[src/rtl/hp_pkg.sv]
package hp_pkg;
  localparam int unsigned BUS_W   = 32;
  localparam int unsigned BYTES   = BUS_W / 8;
  localparam int unsigned NEVT    = 3;

  localparam logic [31:0] OFS_TXWIN = 32'h00;
  localparam logic [31:0] OFS_RXWIN = 32'h04;
  localparam logic [31:0] OFS_LEVEL = 32'h08;
  localparam logic [31:0] OFS_EVSTS = 32'h0C;
  localparam logic [31:0] OFS_EVEN  = 32'h10;
  localparam logic [31:0] OFS_SCR   = 32'h14;

  typedef enum logic [2:0] {
    TGT_NONE, TGT_TX, TGT_RX, TGT_LVL, TGT_STS, TGT_EN, TGT_SCR
  } tgt_e;

  function automatic tgt_e map_addr(input logic [31:0] a);
    tgt_e t;
    t = TGT_NONE;
    if (a[1:0] == 2'b00) begin
      case (a)
        OFS_TXWIN: t = TGT_TX;
        OFS_RXWIN: t = TGT_RX;
        OFS_LEVEL: t = TGT_LVL;
        OFS_EVSTS: t = TGT_STS;
        OFS_EVEN:  t = TGT_EN;
        OFS_SCR:   t = TGT_SCR;
        default:   t = TGT_NONE;
      endcase
    end
    return t;
  endfunction
endpackage

[src/rtl/hp_sync.sv]
module hp_sync #(
  parameter int unsigned W      = 3,
  parameter int unsigned STAGES = 2
) (
  input  logic         clk,
  input  logic         rst_n,
  input  logic [W-1:0] din,
  output logic [W-1:0] dout
);
  logic [W-1:0] stg_q [STAGES];

  genvar s;
  generate
    for (s = 0; s < STAGES; s++) begin : g_stage
      if (s == 0) begin : g_first
        always_ff @(posedge clk or negedge rst_n)
          if (!rst_n) stg_q[0] <= '0;
          else        stg_q[0] <= din;
      end else begin : g_next
        always_ff @(posedge clk or negedge rst_n)
          if (!rst_n) stg_q[s] <= '0;
          else        stg_q[s] <= stg_q[s-1];
      end
    end
  endgenerate

  assign dout = stg_q[STAGES-1];
endmodule

[src/rtl/hp_swap.sv]
module hp_swap #(
  parameter int unsigned NBYTES = 4
) (
  input  logic                  rev,
  input  logic [8*NBYTES-1:0]   din,
  output logic [8*NBYTES-1:0]   dout
);
  genvar b;
  generate
    for (b = 0; b < NBYTES; b++) begin : g_lane
      assign dout[8*b +: 8] = rev ? din[8*(NBYTES-1-b) +: 8] : din[8*b +: 8];
    end
  endgenerate
endmodule

[src/rtl/hp_fifo.sv]
module hp_fifo #(
  parameter int unsigned W     = 32,
  parameter int unsigned DEPTH = 4,
  localparam int unsigned PTR_W = (DEPTH > 1) ? $clog2(DEPTH) : 1,
  localparam int unsigned CNT_W = $clog2(DEPTH + 1)
) (
  input  logic             clk,
  input  logic             rst_n,
  input  logic             push,
  input  logic [W-1:0]     din,
  input  logic             pop,
  output logic [W-1:0]     dout,
  output logic             full,
  output logic             empty,
  output logic [CNT_W-1:0] count
);
  logic [W-1:0]     mem [DEPTH];
  logic [PTR_W-1:0] wptr_q, wptr_d, rptr_q, rptr_d;
  logic [CNT_W-1:0] cnt_q, cnt_d;
  logic             push_ok, pop_ok;

  assign full    = (cnt_q == CNT_W'(DEPTH));
  assign empty   = (cnt_q == '0);
  assign push_ok = push && !full;
  assign pop_ok  = pop && !empty;

  function automatic logic [PTR_W-1:0] bump(input logic [PTR_W-1:0] p);
    return (p == PTR_W'(DEPTH - 1)) ? '0 : p + 1'b1;
  endfunction

  always_comb begin
    wptr_d = push_ok ? bump(wptr_q) : wptr_q;
    rptr_d = pop_ok  ? bump(rptr_q) : rptr_q;
    cnt_d  = cnt_q;
    if (push_ok && !pop_ok)      cnt_d = cnt_q + 1'b1;
    else if (pop_ok && !push_ok) cnt_d = cnt_q - 1'b1;
  end

  always_ff @(posedge clk or negedge rst_n)
    if (!rst_n) begin
      wptr_q <= '0;
      rptr_q <= '0;
      cnt_q  <= '0;
    end else begin
      wptr_q <= wptr_d;
      rptr_q <= rptr_d;
      cnt_q  <= cnt_d;
    end

  always_ff @(posedge clk)
    if (push_ok) mem[wptr_q] <= din;

  assign dout  = empty ? '0 : mem[rptr_q];
  assign count = cnt_q;

  AST_COUNT_BOUND: assert property (@(posedge clk) disable iff (!rst_n)
    cnt_q <= CNT_W'(DEPTH));
  AST_FULL_HOLD: assert property (@(posedge clk) disable iff (!rst_n)
    (push && full && !pop) |=> $stable(cnt_q));
  AST_POP_ONE: assert property (@(posedge clk) disable iff (!rst_n)
    (pop && !empty && !push) |=> (cnt_q == $past(cnt_q) - CNT_W'(1)));
endmodule

[src/rtl/hostport_bridge.sv]
module hostport_bridge
  import hp_pkg::*;
#(
  parameter int unsigned ADDR_W      = 8,
  parameter int unsigned FIFO_DEPTH  = 4,
  parameter int unsigned SYNC_STAGES = 2,
  localparam int unsigned CNT_W = $clog2(FIFO_DEPTH + 1)
) (
  input  logic              clk,
  input  logic              rst_n,
  input  logic              hcs_n,
  input  logic              hrd_n,
  input  logic              hwr_n,
  input  logic [ADDR_W-1:0] haddr,
  input  logic [31:0]       hwdata,
  input  logic              hbig_end,
  input  logic              hfifo_sel,
  output logic [31:0]       hrdata,
  output logic              hrd_oe,
  output logic              irq,
  input  logic              rx_push,
  input  logic [31:0]       rx_wdata,
  output logic              rx_full,
  input  logic              tx_pop,
  output logic [31:0]       tx_rdata,
  output logic              tx_empty
);
  // reset: asserted asynchronously, released on the clock
  logic [1:0] rst_sh_q;
  logic       rst_i;
  always_ff @(posedge clk or negedge rst_n)
    if (!rst_n) rst_sh_q <= '0;
    else        rst_sh_q <= {rst_sh_q[0], 1'b1};
  assign rst_i = rst_sh_q[1];

  // strobe synchronizer
  logic [2:0] strb_s;
  logic       cs_s, rd_s, wr_s;
  hp_sync #(.W(3), .STAGES(SYNC_STAGES)) u_sync (
    .clk(clk), .rst_n(rst_i), .din({~hcs_n, ~hrd_n, ~hwr_n}), .dout(strb_s));
  assign {cs_s, rd_s, wr_s} = strb_s;

  logic rd_act, wr_act, rd_act_q, wr_act_q;
  logic rd_start, rd_end, commit;
  assign rd_act   = cs_s && rd_s;
  assign wr_act   = cs_s && wr_s;
  assign rd_start = rd_act && !rd_act_q;
  assign rd_end   = rd_act_q && !rd_act;
  assign commit   = wr_act_q && !wr_act;

  // byte lanes at the host edge
  logic [31:0] wdata_le, rraw, rdata_host;
  hp_swap #(.NBYTES(BYTES)) u_wswap (.rev(hbig_end), .din(hwdata), .dout(wdata_le));
  hp_swap #(.NBYTES(BYTES)) u_rswap (.rev(hbig_end), .din(rraw),   .dout(rdata_host));

  tgt_e live_tgt;
  assign live_tgt = hfifo_sel ? TGT_TX : map_addr(32'(haddr));

  // state
  tgt_e            wtgt_q, wtgt_d, rtgt;
  logic [31:0]     wdat_q, wdat_d, scr_q, scr_d, rdat_q, rdat_d;
  logic [NEVT-1:0] sts_q, sts_d, en_q, en_d, evt_set, evt_clr;
  logic            oe_q, oe_d, pend_q, pend_d, irq_q, irq_d;

  // FIFOs
  logic [31:0]      rx_head;
  logic [CNT_W-1:0] tx_cnt, rx_cnt;
  logic             tx_full, rx_empty, tx_push, rx_pop;
  logic             ovf_ev, unf_ev, arr_ev;

  assign tx_push = commit && (wtgt_q == TGT_TX);
  assign rx_pop  = rd_end && pend_q;

  hp_fifo #(.W(32), .DEPTH(FIFO_DEPTH)) u_txf (
    .clk(clk), .rst_n(rst_i), .push(tx_push), .din(wdat_q), .pop(tx_pop),
    .dout(tx_rdata), .full(tx_full), .empty(tx_empty), .count(tx_cnt));
  hp_fifo #(.W(32), .DEPTH(FIFO_DEPTH)) u_rxf (
    .clk(clk), .rst_n(rst_i), .push(rx_push), .din(rx_wdata), .pop(rx_pop),
    .dout(rx_head), .full(rx_full), .empty(rx_empty), .count(rx_cnt));

  // read source
  assign rtgt = hfifo_sel ? TGT_RX : map_addr(32'(haddr));
  always_comb begin
    case (rtgt)
      TGT_RX:  rraw = rx_head;
      TGT_LVL: rraw = {16'h0, 8'(tx_cnt), 8'(rx_cnt)};
      TGT_STS: rraw = 32'(sts_q);
      TGT_EN:  rraw = 32'(en_q);
      TGT_SCR: rraw = scr_q;
      default: rraw = '0;
    endcase
  end

  assign ovf_ev  = tx_push && tx_full;
  assign unf_ev  = rd_start && (rtgt == TGT_RX) && rx_empty;
  assign arr_ev  = rx_push && !rx_full;
  assign evt_set = {arr_ev, unf_ev, ovf_ev};
  assign evt_clr = (commit && wtgt_q == TGT_STS) ? wdat_q[NEVT-1:0] : '0;

  always_comb begin
    wtgt_d = wr_act ? live_tgt : wtgt_q;
    wdat_d = wr_act ? wdata_le : wdat_q;
    scr_d  = (commit && wtgt_q == TGT_SCR) ? wdat_q : scr_q;
    en_d   = (commit && wtgt_q == TGT_EN) ? wdat_q[NEVT-1:0] : en_q;
    sts_d  = (sts_q & ~evt_clr) | evt_set;
    rdat_d = rd_start ? rdata_host : rdat_q;
    oe_d   = rd_start || (rd_act && oe_q);
    pend_d = rd_start ? (rtgt == TGT_RX && !rx_empty) : (rd_end ? 1'b0 : pend_q);
    irq_d  = |(sts_q & en_q);
  end

  always_ff @(posedge clk or negedge rst_i)
    if (!rst_i) begin
      rd_act_q <= 1'b0;
      wr_act_q <= 1'b0;
      wtgt_q   <= TGT_NONE;
      wdat_q   <= '0;
      scr_q    <= '0;
      en_q     <= '0;
      sts_q    <= '0;
      rdat_q   <= '0;
      oe_q     <= 1'b0;
      pend_q   <= 1'b0;
      irq_q    <= 1'b0;
    end else begin
      rd_act_q <= rd_act;
      wr_act_q <= wr_act;
      wtgt_q   <= wtgt_d;
      wdat_q   <= wdat_d;
      scr_q    <= scr_d;
      en_q     <= en_d;
      sts_q    <= sts_d;
      rdat_q   <= rdat_d;
      oe_q     <= oe_d;
      pend_q   <= pend_d;
      irq_q    <= irq_d;
    end

  assign hrd_oe = oe_q;
  assign hrdata = oe_q ? rdat_q : '0;
  assign irq    = irq_q;

  AST_ONE_COMMIT: assert property (@(posedge clk) disable iff (!rst_i)
    commit |=> !commit);
  AST_OE_AFTER_STROBE: assert property (@(posedge clk) disable iff (!rst_i)
    oe_q |-> $past(rd_act));
  AST_OVF_STICKY: assert property (@(posedge clk) disable iff (!rst_i)
    ovf_ev |=> sts_q[0]);
  AST_UNF_STICKY: assert property (@(posedge clk) disable iff (!rst_i)
    unf_ev |=> sts_q[1]);
  AST_IRQ_NEEDS_EN: assert property (@(posedge clk) disable iff (!rst_i)
    $rose(irq_q) |-> $past(|en_q));
endmodule

[config.mk]
export PLATFORM = sky130hd
export DESIGN_NAME = hostport_bridge
export DESIGN_NICKNAME = d
export VERILOG_FILES = /design/src/rtl/hp_pkg.sv /design/src/rtl/hp_sync.sv /design/src/rtl/hp_swap.sv /design/src/rtl/hp_fifo.sv /design/src/rtl/hostport_bridge.sv
export SDC_FILE = /design/constraint.sdc
export NUM_CORES = 1
export LEC_CHECK = 0
export ABC_AREA = 1
export BUFFER_PORTS_ARGS = -buffer_cell sky130_fd_sc_hd__clkbuf_2
export CAP_MARGIN = 20
export CORE_ASPECT_RATIO = 1.1
export CORE_MARGIN = 2
export CORE_UTILIZATION = 46
export CTS_CLUSTER_DIAMETER = 200
export DETAILED_ROUTE_END_ITERATION = 10
export PLACE_DENSITY = 0.68
export SLEW_MARGIN = 20
export SYNTH_ARGS = -nofsm -noshare
export SYNTH_HDL_FRONTEND = slang
export SYNTH_SLANG_ARGS = --single-unit
[constraint.sdc]
create_clock -name clk -period 8.8 [get_ports clk]
set_clock_uncertainty 0.05 [all_clocks]
set_input_delay 0 -clock clk [delete_from_list [all_inputs] [get_ports clk]]
set_output_delay 0 -clock clk [all_outputs]
set_load 0.02 [all_outputs]
-- Yosys cells after proc, flatten, opt, wreduce, memory -nomap -nowiden
Memory sizes are Yosys's and may differ from the RTL's.
Index checks and enable logic that the tools add are counted.
- flip-flop bits (word level): 132
- RAM bits: 256
- input bits: 81
- logic and storage cells: 131
- memories: 2
- $add $sub $neg: 8
- eq/ne operators: 20
- muxes and demuxes: 31
- bitwise gates (word level): 7
- reductions and logical operators: 43
- memories (name ; depth ; width ; rd ports ; clocked after Yosys merged registers in ; write ports ; line ; text):
    u_rxf.mem ; 4 ; 32 ; 1 ; 0 ; 1 ; hp_fifo.sv:17 ; logic [W-1:0] mem [DEPTH];
    u_txf.mem ; 4 ; 32 ; 1 ; 0 ; 1 ; hp_fifo.sv:17 ;
- operator list (operator ; count):
    case mux 32 bit (5 select lines) ; 1
    2-to-1 mux 32 bit ; 3
    2-to-1 mux 8 bit ; 8
    == test 3 bit, second input constant ; 8
    2-to-1 mux 3 bit ; 8
    logical AND 1 bit ; 23
    case mux 3 bit (6 select lines) ; 1
    == test 8 x 4 -> 1 bit, second input constant ; 2
    == test 8 x 5 -> 1 bit, second input constant ; 2
    zero test 1 bit ; 11
    adder 2 x 1 -> 2 bit, second input constant ; 4
    == test 2 bit, second input constant ; 4
    == test 8 x 3 -> 1 bit, second input constant ; 1
    zero test 8 bit ; 1
    2-to-1 mux 2 bit ; 4
    adder 3 x 1 -> 3 bit, second input constant ; 2
    bitwise AND 3 bit ; 2
    == test 3 x 2 -> 1 bit, second input constant ; 2
    zero test 3 bit ; 2
    2-to-1 mux 1 bit ; 6
    nonzero test 2 bit ; 3
    subtractor 3 x 1 -> 3 bit, second input constant ; 2
    == test 3 x 1 -> 1 bit, second input constant ; 1
    NOT 1 bit ; 3
    5 further kinds ; 5

-- Longest topological paths before layout
- depth in word-level cells: 9
- gate-level depth with buffers: 15
- mapped depth without buffers: 14

-- By module
Synthesis repeated with hierarchy kept, for this count alone.
- cell total of the unflattened synthesis: 1967
- area, all modules: 18084.8 µm²
- by module, submodules not included (module ; times used ; cells an instance ; area an instance (µm²) ; seq. area each (µm²)):
    hp_fifo ; 2 ; 563 ; 5921.9 ; 4018.9
    hostport_bridge ; 1 ; 624 ; 5062.4 ; 2802.7
    hp_swap ; 2 ; 104 ; 503.0 ; 0.0
    hp_sync ; 1 ; 9 ; 172.7 ; 150.1

-- Least setup slack after synthesis
OpenSTA, ideal clock, no wires.
- kind: flip-flop to flip-flop
- start point: register u_sync.stg_q, in the netlist u_sync.dout[2]
- end point: memory u_txf.mem[0][0] (enable)
- setup time: 0.421 ns
- data arrival time: 2.487 ns
- data required time: 8.329 ns
- slack: 5.842 ns
- stages on the path, launching flop included: 8
- buffers on the path: 0
- period minus slack after synthesis: 2.958 ns
- cell sequence: dfrtp_1 -> nand2_1 -> inv_1 -> nor2_1 -> nand2_1 -> nor2_1 -> inv_1 -> nor2_1
- cells in the longest elaborated chain, start to end: 7
- RTL lines (element ; line ; text):
    start, declared ; hp_sync.sv:10 ; logic [W-1:0] stg_q [STAGES];
    start signal, assigned by index ; hp_sync.sv:22 ; else stg_q[s] <= stg_q[s-1];
    logical AND 1 bit ; hostport_bridge.sv:46 ; assign wr_act = cs_s && wr_s;
    zero test 1 bit ; hostport_bridge.sv:49 ; assign commit = wr_act_q && !wr_act;
    logical AND 1 bit ; hostport_bridge.sv:49 ;
    logical AND 1 bit ; hostport_bridge.sv:71 ; assign tx_push = commit && (wtgt_q == TGT_TX);
    logical AND 1 bit ; hp_fifo.sv:24 ; assign push_ok = push && !full;
    named net u_txf.push_ok ; hp_fifo.sv:20 ; logic push_ok, pop_ok;
    2-to-1 mux 1 bit ; hp_fifo.sv:51 ; if (push_ok) mem[wptr_q] <= din;
    2-to-1 mux 1 bit (not written as such) ; hp_fifo.sv:51 ;
    end, declared ; hp_fifo.sv:17 ;
The timed path passes the listed nets, and every way through them passes these cells.

-- Final worst setup path
- start point: register u_rxf.cnt_q[0] (netlist: u_rxf.count[0])
- end point: register u_rxf.cnt_q[2] (netlist: u_rxf.count[2])
- cells in the longest elaborated chain, start to end: 6
- elaborated cells on any way between the ends: 15
- those cells by class: 2 x add/sub; 1 x eq/ne; 2 x mux; 10 x reduce/logical
- RTL lines (element ; line ; text):
    start, declared ; hp_fifo.sv:19 ; logic [CNT_W-1:0] cnt_q, cnt_d;
    start signal, assigned ; hp_fifo.sv:47 ; cnt_q <= cnt_d;
    parallel branches: the longest is 6 deep, another holds subtractor 3 x 1 -> 3 bit ; n/a ;
Several ways; the timed one is not identified. The select of a mux whose other input is x is not followed.
A chain may end at the register's enable or synchronous reset.

==> impl_metrics.ini <==
[die]
die_x_um = 184
start_util_pct = 46.6
fp.dieH_um = 202
die-area_um2 = 37100
ioPinCount = 149
rows = 72
core_area_um2 = 35100

[clock_tree]
cts_tree = built
clk_pin_slew_ns = 0.06
clock_path_buffers = 3
cts_root_buf = clkbuf_16
post_cts_buffers = 0
numCtsBuffers = 41
clkLatencyLatePin_ns = 0.55
cts_max_level = 2
clock-sinks = 388

[drt]
drc = 0
ant_nets = 0
via_count = 12200
dr.pass1.iters = 5
wl_um = 40100
wl_per_cell_um = 17.7
viasPerCell = 5.40
drt_iter0_markers = 1121

[global_routing]
track_usage_pct = 21.8
grt_pass1_wl_um = 63800
antenna_found_initial = 0
grt_max_degree = 83
grt_pass1_vias = 12000
grt_overflow = 0

[place]
portBuffers = 148
place.gp.congestion = 0.857
dp_hpwl_um = 24800
dpl_cell_area_um2 = 17500

[finish]
layout_commonest_cell = edfxtp_1
drive_gt1_share_pct = 14.7
area_growth_syn_to_layout_pct = 20.8
ff_latch_area_um2 = 11000
multi_input_area_um2 = 4600
nNetsFinal = 1883
num_antenna_cells = 0
design_area_um2 = 19800
fillers = 3009
most-common-layout-cells = edfxtp_1 (256), nand2_1 (245), nor2_1 (243), o21ai_0 (197), clkbuf_2 (148)

[logic_synthesis]
ys_seq_area_share_pct = 67.1
synth_edf_count = 256
yosysUniqueCellTypes = 33
avgSynthCellArea_um2 = 10.4
synth_flop_cell = edfxtp_1
synthArstFlopShare_pct = 34.0
ys.warnings.count = 0
ys_seq_elements = 388
synth_cells = 1569
synth_fp_nets = 1666
netlist_area_um2 = 16400

[timing]
period_needed_ns = 3.48
hold_viol = 0
fin_crit_sh_pct = 39.6
slew_viol_final = 0
tightest_slew_ns = 1.05
setup_tns_ns = 0
finalSetupViolations = 0
max_freq_mhz = 287
relSlewSlack_pct = 30.0
rsz0062_at_grt = no

[outcome]
outcome = finished clean

[setup_path]
cp.required_ns = 9.16
worstSetupPathType = flip-flop to flip-flop
cp-end-kind = flip-flop
cp.arrival_ns = 3.84
critPathMaxFanout = 13
start_kind = flip-flop

[hold_path]
hold_class = input pin to flip-flop

[power]
ir_drop_mv = 0.185
total_leakage_power_nw = 8.29
cellPowerDensity_nw_per_um2 = 291

[job]
cap_violations = 0
==> layout make-up <==
cell class	instances	share of cell area, %
Multi-Input combinational cell	975	23.3
Sequential cell	388	55.6
Clock buffer	54	5.80
Tap cell	444	2.81
Inverter	117	2.23
Timing Repair Buffer	263	9.53
Clock inverter	19	0.747
==> report_power, final <==
group          internal, mW  total (mW)  switching, mW
sequential             2.24        2.38          0.140
clock                 0.949        1.65          0.702
combinational         0.543        1.73           1.19
total                  3.73        5.76           2.03
==> metal layers <==
layer | up-vias | wire length, um | global-route usage (%)
met2 | 418 | 19200 | 35.7
li1 | 5779 | - | -
met3 | 76 | 2510 | 3.44
met4 | 0 | 1080 | 7.26
met1 | 5936 | 17300 | 30.0
met5 | - | 0 | 0
==> synth_stat cells (5+ instances only) <==
cell type	number	area share, %
a21oi_1	53	1.6
a221oi_1	7	0.37
buf_1	16	0.37
buf_2	8	0.24
clkbuf_1	61	1.4
dfrtp_1	132	20
edfxtp_1	256	47
ha_1	14	1.1
inv_1	115	2.6
nand2_1	245	5.6
nand2_2	11	0.42
nand3_1	114	3.5
nand4_1	9	0.34
nor2_1	251	5.8
nor2_2	5	0.19
o21ai_0	197	6.0
o22ai_1	53	2.0
==> through the flow <==
step	hold slack, ns	setup slack [ns]	std cells	total power, mW	util, %
floorplan	-0.346	4.80	1569	3.51	-
global placement	-0.261	5.45	2092	4.03	49.8
detailed placement	-0.260	5.37	2094	4.10	49.9
CTS	0.0174	5.34	2258	5.79	56.2
global route	0.0856	5.09	2260	6.09	56.3
finish	0.0287	5.32	2260	5.76	56.3
==> worst max-delay path: stages, from the launching register on <==
cell	delay, ns
dfrtp_1	0.44
or2_2	0.34
nor2_1	0.79
inv_1	0.45
nand3_1	0.21
ha_1	0.16
inv_1	0.07
fa_1	0.40
a21oi_1	0.17
o21ai_0	0.12
xor2_1	0.16
==> registers in the layout, indices dropped and copies added (netlist names), 3 cells and up <==
name	count
u_rxf.mem	128
u_txf.mem	128
rdat_q	32
scr_q	32
wdat_q	32
en_q	3
sts_q	3
u_rxf.count	3
u_sync.dout	3
u_sync.stg_q	3
u_txf.count	3
wtgt_q	3
==> cells by family after synthesis <==
kind of cell | share of synthesized area (%)
adders and majority gates | 1.31
muxes | 0.138
AOI/OAI and AO/OA | 10.1
buffers and inverters | 4.95
and+or+nand+nor | 16.1
DFF | 67.1
other | 0.0229
xor gates and xnor gates | 0.214
==> path summary, 6_finish.rpt <==
| kind | startpoint | to | slack [ns] | cells past startpoint |
|---|---|---|---|---|
| min in group asynchronous | rst_n | rst_sh_q[0] | 0.27 | 3 |
| hold / removal | haddr[4] | wtgt_q[1] | 0.03 | 6 |
| setup / recovery | u_rxf.count[0] | u_rxf.count[2] | 5.32 | 10 |
| hold reg to reg | u_sync.stg_q[4] | u_sync.dout[1] | 0.30 | 0 |
| setup reg to reg | u_rxf.count[0] | u_rxf.count[2] | 5.32 | 10 |
| max in group asynchronous | rst_sh_q[1] | rdat_q[11] | 7.20 | 1 |
==> timing repair <==
item | in CTS | in global routing
resized for setup | 0 | 0
endpoints found under the hold margin | 171 | 0
hold buffers | 91 | 0
Note: power is estimated with default switching activity, not from simulation.
